[config.mk]
export PLATFORM = sky130hd
export DESIGN_NAME = masked_and_weight
export DESIGN_NICKNAME = d
export VERILOG_FILES = /design/src/rtl/masked_and_weight_pkg.sv /design/src/rtl/mw_ti_and.sv /design/src/rtl/mw_count_bank.sv /design/src/rtl/mw_reduce.sv /design/src/rtl/masked_and_weight.sv
export SDC_FILE = /design/constraint.sdc
export NUM_CORES = 2
export LEC_CHECK = 0
export ABC_AREA = 1
export BUFFER_PORTS_ARGS = -buffer_cell sky130_fd_sc_hd__buf_2
export CORE_MARGIN = 1.5
export CORE_UTILIZATION = 55
export DETAILED_ROUTE_END_ITERATION = 12
export HOLD_SLACK_MARGIN = 0.15
export PLACE_DENSITY = 0.75
export SETUP_SLACK_MARGIN = 0.1
export SYNTH_ARGS = -nofsm -noshare
export SYNTH_HDL_FRONTEND = slang
export SYNTH_HIERARCHICAL = 1
export SYNTH_SLANG_ARGS = --single-unit
export TNS_END_PERCENT = 50
[constraint.sdc]
create_clock -name clk -period 8.9 [get_ports clk]
set_input_delay 1.78 -clock clk [delete_from_list [all_inputs] [get_ports clk]]
set_output_delay 1.78 -clock clk [all_outputs]
set_load 0.005 [all_outputs]
[src/rtl/masked_and_weight_pkg.sv]
package masked_and_weight_pkg;

    typedef enum logic [1:0] {
        ST_IDLE  = 2'd0,
        ST_RUN   = 2'd1,
        ST_FLUSH = 2'd2,
        ST_SUM   = 2'd3
    } phase_t;

endpackage

[src/rtl/mw_ti_and.sv]
module mw_ti_and #(
    parameter int WORD_W = 32
) (
    input  logic              clk,
    input  logic              rst,
    input  logic              take,
    input  logic [WORD_W-1:0] x1,
    input  logic [WORD_W-1:0] x2,
    input  logic [WORD_W-1:0] x3,
    input  logic [WORD_W-1:0] y1,
    input  logic [WORD_W-1:0] y2,
    input  logic [WORD_W-1:0] y3,
    input  logic [1:0]        fresh,
    output logic              z_valid,
    output logic [WORD_W-1:0] z1,
    output logic [WORD_W-1:0] z2,
    output logic [WORD_W-1:0] z3
);

    logic              carry1, carry2;
    logic [WORD_W-1:0] f1, f2, f3;
    logic [WORD_W-1:0] ref1, ref2;

    // each component omits one share index
    always_comb begin
        f1   = (x2 & y2) ^ (x2 & y3) ^ (x3 & y2);
        f2   = (x3 & y3) ^ (x1 & y3) ^ (x3 & y1);
        f3   = (x1 & y1) ^ (x1 & y2) ^ (x2 & y1);
        ref1 = {y2[WORD_W-2:0], carry1 ^ fresh[0]};
        ref2 = {y3[WORD_W-2:0], carry2 ^ fresh[1]};
    end

    always_ff @(posedge clk) begin
        if (rst) begin
            z_valid <= 1'b0;
            z1      <= '0;
            z2      <= '0;
            z3      <= '0;
            carry1  <= 1'b0;
            carry2  <= 1'b0;
        end else begin
            z_valid <= take;
            if (take) begin
                z1     <= f1 ^ ref1;
                z2     <= f2 ^ ref2;
                z3     <= f3 ^ ref1 ^ ref2;
                carry1 <= y2[WORD_W-1];
                carry2 <= y3[WORD_W-1];
            end
        end
    end

endmodule

[src/rtl/mw_count_bank.sv]
module mw_count_bank #(
    parameter int WORD_W = 32,
    parameter int CNT_W  = 6
) (
    input  logic                           clk,
    input  logic                           rst,
    input  logic                           add_en,
    input  logic                           clear,
    input  logic [WORD_W-1:0]              s1,
    input  logic [WORD_W-1:0]              s2,
    input  logic [WORD_W-1:0]              s3,
    input  logic [WORD_W*CNT_W-1:0]        rnd,
    output logic [WORD_W-1:0][CNT_W-1:0]   cnt_a,
    output logic [WORD_W-1:0][CNT_W-1:0]   cnt_b
);

    localparam logic [CNT_W-1:0] ONE = CNT_W'(1);

    for (genvar i = 0; i < WORD_W; i++) begin : g_lane
        logic             sel_p;
        logic [CNT_W-1:0] qv, rv, arm0, arm1, share_b;

        always_comb begin
            sel_p   = s1[i] ^ s2[i];
            qv      = {{(CNT_W-1){1'b0}}, s3[i]};
            rv      = rnd[i*CNT_W +: CNT_W];
            arm0    = qv - rv;
            arm1    = ONE - qv - rv;
            share_b = sel_p ? arm1 : arm0;
        end

        always_ff @(posedge clk) begin
            if (rst || clear) begin
                cnt_a[i] <= '0;
                cnt_b[i] <= '0;
            end else if (add_en) begin
                cnt_a[i] <= cnt_a[i] + rv;
                cnt_b[i] <= cnt_b[i] + share_b;
            end
        end
    end

endmodule

[src/rtl/mw_reduce.sv]
module mw_reduce #(
    parameter int WORD_W = 32,
    parameter int CNT_W  = 6
) (
    input  logic [WORD_W-1:0][CNT_W-1:0] cnt_a,
    input  logic [WORD_W-1:0][CNT_W-1:0] cnt_b,
    output logic [CNT_W-1:0]             sum_a,
    output logic [CNT_W-1:0]             sum_b
);

    always_comb begin
        sum_a = '0;
        sum_b = '0;
        for (int i = 0; i < WORD_W; i++) begin
            sum_a = sum_a + cnt_a[i];
            sum_b = sum_b + cnt_b[i];
        end
    end

endmodule

[src/rtl/masked_and_weight.sv]
module masked_and_weight
    import masked_and_weight_pkg::*;
#(
    parameter int WORD_W    = 32,
    parameter int CNT_W     = 6,
    parameter int NUM_WORDS = 150
) (
    input  logic                    clk,
    input  logic                    rst,
    input  logic                    in_valid,
    input  logic [WORD_W-1:0]       x_sh1,
    input  logic [WORD_W-1:0]       x_sh2,
    input  logic [WORD_W-1:0]       x_sh3,
    input  logic [WORD_W-1:0]       y_sh1,
    input  logic [WORD_W-1:0]       y_sh2,
    input  logic [WORD_W-1:0]       y_sh3,
    input  logic [1:0]              fresh_bits,
    input  logic [WORD_W*CNT_W-1:0] conv_rnd,
    output logic                    prod_valid,
    output logic [WORD_W-1:0]       prod_sh1,
    output logic [WORD_W-1:0]       prod_sh2,
    output logic [WORD_W-1:0]       prod_sh3,
    output logic                    done,
    output logic [CNT_W-1:0]        total_a,
    output logic [CNT_W-1:0]        total_b
);

    localparam int WC_W = $clog2(NUM_WORDS + 1);
    localparam logic [WC_W-1:0] LAST_IDX = WC_W'(NUM_WORDS - 1);

    phase_t                      state, state_nx;
    logic [WC_W-1:0]             wcnt, wcnt_nx;
    logic                        take_word;
    logic                        clear_cnt;
    logic [WORD_W-1:0][CNT_W-1:0] cnt_a, cnt_b;
    logic [CNT_W-1:0]            sum_a, sum_b;

    // next state and control outputs
    always_comb begin
        state_nx  = state;
        wcnt_nx   = wcnt;
        take_word = 1'b0;
        clear_cnt = 1'b0;
        unique case (state)
            ST_IDLE: begin
                if (in_valid) begin
                    take_word = 1'b1;
                    if (NUM_WORDS == 1) begin
                        state_nx = ST_FLUSH;
                        wcnt_nx  = '0;
                    end else begin
                        state_nx = ST_RUN;
                        wcnt_nx  = WC_W'(1);
                    end
                end
            end
            ST_RUN: begin
                if (in_valid) begin
                    take_word = 1'b1;
                    if (wcnt == LAST_IDX) begin
                        state_nx = ST_FLUSH;
                        wcnt_nx  = '0;
                    end else begin
                        wcnt_nx = wcnt + WC_W'(1);
                    end
                end
            end
            ST_FLUSH: begin
                state_nx = ST_SUM;
            end
            ST_SUM: begin
                clear_cnt = 1'b1;
                state_nx  = ST_IDLE;
            end
            default: begin
                state_nx = ST_IDLE;
            end
        endcase
    end

    // state register and result registers
    always_ff @(posedge clk) begin
        if (rst) begin
            state   <= ST_IDLE;
            wcnt    <= '0;
            done    <= 1'b0;
            total_a <= '0;
            total_b <= '0;
        end else begin
            state <= state_nx;
            wcnt  <= wcnt_nx;
            done  <= (state == ST_SUM);
            if (state == ST_SUM) begin
                total_a <= sum_a;
                total_b <= sum_b;
            end
        end
    end

    mw_ti_and #(.WORD_W(WORD_W)) u_and (
        .clk     (clk),
        .rst     (rst),
        .take    (take_word),
        .x1      (x_sh1),
        .x2      (x_sh2),
        .x3      (x_sh3),
        .y1      (y_sh1),
        .y2      (y_sh2),
        .y3      (y_sh3),
        .fresh   (fresh_bits),
        .z_valid (prod_valid),
        .z1      (prod_sh1),
        .z2      (prod_sh2),
        .z3      (prod_sh3)
    );

    mw_count_bank #(.WORD_W(WORD_W), .CNT_W(CNT_W)) u_bank (
        .clk    (clk),
        .rst    (rst),
        .add_en (prod_valid),
        .clear  (clear_cnt),
        .s1     (prod_sh1),
        .s2     (prod_sh2),
        .s3     (prod_sh3),
        .rnd    (conv_rnd),
        .cnt_a  (cnt_a),
        .cnt_b  (cnt_b)
    );

    mw_reduce #(.WORD_W(WORD_W), .CNT_W(CNT_W)) u_reduce (
        .cnt_a (cnt_a),
        .cnt_b (cnt_b),
        .sum_a (sum_a),
        .sum_b (sum_b)
    );

endmodule

==> out/metrics.yaml <==
post_cts.repair.setup_buffers: 0
r2r.worst_path.cells: 29
worst_pin_slew_ns: 1.141
path_common_cell: "fa_1"
tritoncts.num_buffers: 66
cp-start-kind: "register"
unrepaired_setup_endpoints_after_global_routing: "false"
dr.pass1.iters: 6
globalRouteMet1Util_pct: 38.26
htree_levels: 3
synth_cells: 7666
launching_point_of_the_worst_reg2reg_path: "u_bank/cnt_a[165]"
critical_path_peak_fanout: 3
layout_commonest_cell: "nand2_1"
critical_path.reg2reg.endpoint: "total_a[5]"
die_w_um: 305.4
total_routing_usage_gr_pct: 31.02
floorplan.initialDensity_pct: 55.70
die-area_sq_um: 93260
fin_worst_skew_ns: 0.01410
global_route.usage.met2_pct: 52.90
post_synth.cell_area_avg_sq_um: 6.560
clock-root-buffer: "clkbuf_16"
final_hold_viol_count: 0
max_incr_delay_on_cp_ns: 0.65
global_route.peak_usage_layer: "met2"
routedWlPerCell_um: 15.62
wirelength_um: 145700
cts_tree: "yes"
io_buffers: 498
cell_total_after_placement: 9193
worst_skew_pair_latency_ns: 0.62
initial_drc_count: 3160
pin_count_of_the_biggest_net_entering_global_routing: 198
max-slew-margin-rel_pct: 23.95
first_global_vias: 45400
viasPerCell: 5.110
route.detailed.drc: 0
status: "finished, final reports clean"
mappedNetlistArea_sq_um: 50290
arrival_time_reported_for_the_critical_path_endpoint_ns: 6.87
final_min_period_over_clock_period_pct: 71.45
num-nets-final: 9226
nFillCells: 8480
finalSetupViolations: 0
seq_area_frac_synth_pct: 20.14
post_detailed_route_count_of_antenna_violating_nets: 0
timing.setup.tns_ns: 0
global_route_wire_length_before_repair_um: 231400
gp_routability_congestion: 0.9597
maximum_clock_path_buffer_count: 3
timing.hold.worst_endpoint: "u_bank/cnt_a[132]"
placeableCoreArea_sq_um: 90290
fraction_of_final_layout_cells_with_drive_strength_greater_than_1_pct: 8.093
worst_hold_path.num_cells: 2
grtUsageMet3_pct: 5.636
timing.critical_path.slowest_stage_cell: "fa_1"
clk_transition_reported_paths_ns: 0.06
yosys_warnings: 6
synth.ff_latch_count: 506
yosysUniqueCellTypes: 31
finalNonFillerCells: 9329
sink_count_of_the_clock_tree: 506
syn-num-nets: 8807
worst-setup-path-type: "register to register"
cts_hold_buffers_added: 0
period_needed_ns: 6.359
setup.reg_to_reg.worst_slack_ns: 2.54
std_cell_rows: 110
num_io_pins: 499
worstHoldStart: "u_bank/cnt_a[132]"
grt_overflow: 0
synthToLayoutAreaGrowth_pct: 10.75
crit_required_ns: 9.41
layout.cells.most_common_list: "nand2_1, inv_1, nor2_1"
max_freq_mhz: 157.3
worst_hold_path_type: "register to register"
fp.dieH_um: 305.4
report.final.slew_viol_count: 0
hpwl_um: 115400
timing.final.ws_setup_ns: 2.541
endpoint_kind: "register"
antenna_found_initial: 45
vias: 47670
worst_slack_at_placement_ns: 2.558
ctsResizeCount: 0
max_capacitance_violation_total: 0
==> cells in the mapped netlist <==
cell type,instances,area (sq um)
inv_1,1549,5814
nor2_1,937,3517
dfxtp_1,506,10130
nor2_2,3,18.77
inv_2,3,11.26
nor2_4,2,22.52
xor2_1,125,1095
buf_4,25,187.7
nand4_1,72,450.4
nand3_1,519,2597
buf_6,19,214.0
nand3_2,2,20.02
or2_1,2,12.51
ha_1,442,5530
buf_2,66,330.3
buf_1,9,33.78
clkbuf_1,41,153.9
fa_1,310,6206
nor3_1,32,160.2
o21ai_1,12,60.06
clkbuf_2,1,5.000
a21o_1,22,165.2
a31oi_1,3,18.77
a21oi_1,310,1551
or2_2,33,206.5
nand2_1,1952,7327
a211oi_1,30,225.2
nand2_2,8,50.05
nand3b_1,13,97.59
xnor2_1,263,2303
o21ai_0,355,1777
==> worst max-delay path, delay by kind of cell (launching register included) <==
family,cells,cell delay [ns]
flip-flops,1,0.34
AO/OA/AOI/OAI,1,0.18
buffers and inverters,7,0.45
AND/OR/NAND/NOR,12,0.86
adder cells (fa/ha/maj),9,4.40
==> metrics by stage <==
step                      hold WS [ns]  instance area [sq um]  utilization [%]
after floorplan                 0.4552                  50290                -
after global placement          0.4665                  53480            59.23
after detailed placement        0.4729                  53480            59.23
after CTS                       0.4813                  55640            61.62
after global routing            0.5065                  55690            61.68
final                           0.4844                  55700            61.69
==> flip-flops by register name, summed over array words and instances (netlist names) <==
signal	flops
done	1
state	2
total_a	6
total_b	6
u_and/carry1	1
u_and/carry2	1
u_and/z1	32
u_and/z2	32
u_and/z3	32
u_and/z_valid	1
u_bank/cnt_a	192
u_bank/cnt_b	192
wcnt	8
==> area by class of cell <==
class | instances | area [sq um] | area share, %
Antenna cell | 23 | 57.56 | 0.1033
Clock inverter | 11 | 133.9 | 0.2404
Sequential cell | 506 | 10130 | 18.19
Timing Repair Buffer | 512 | 2625 | 4.713
Clock buffer | 102 | 2024 | 3.635
Multi-Input combinational cell | 5447 | 33410 | 59.99
Tap cell | 1176 | 1471 | 2.642
Inverter | 1552 | 5838 | 10.48
==> worst max-delay path by stage <==
stage | startpoint | end | slack [ns] | depth (start not counted)
after global placement | u_bank/cnt_a[130] | total_a[5] | 2.58 | 27
final | u_bank/cnt_a[165] | total_a[5] | 2.54 | 29
after detailed placement | u_bank/cnt_a[128] | total_a[5] | 2.56 | 31
after CTS | u_bank/cnt_a[128] | total_a[5] | 2.53 | 31
after global routing | u_bank/cnt_a[165] | total_a[5] | 2.19 | 29
after floorplan | u_bank/cnt_a[76] | total_a[5] | 3.06 | 29
==> cell families (layout without fill, tap and decap cells) <==
family | after synthesis | after routing | share of synthesized area, %
AOI/OAI and AO/OA | 732 | 732 | 7.551
and+or+nand+nor | 3575 | 3575 | 28.79
DFF | 506 | 506 | 20.14
other | 0 | 23 | 0
buffers and inverters | 1713 | 2177 | 13.42
xor gates and xnor gates | 388 | 388 | 6.757
adders and majority gates | 752 | 752 | 23.34
==> layer usage <==
layer	wire, um	vias to the layer above
li1	-	24260
met1	61120	21710
met2	68570	1334
met3	9560	329
met4	6213	36
met5	241	-
Power is left out: the tool's default activity adds up to more than one toggle a clock period on the data nets, which glitch-free logic cannot reach.
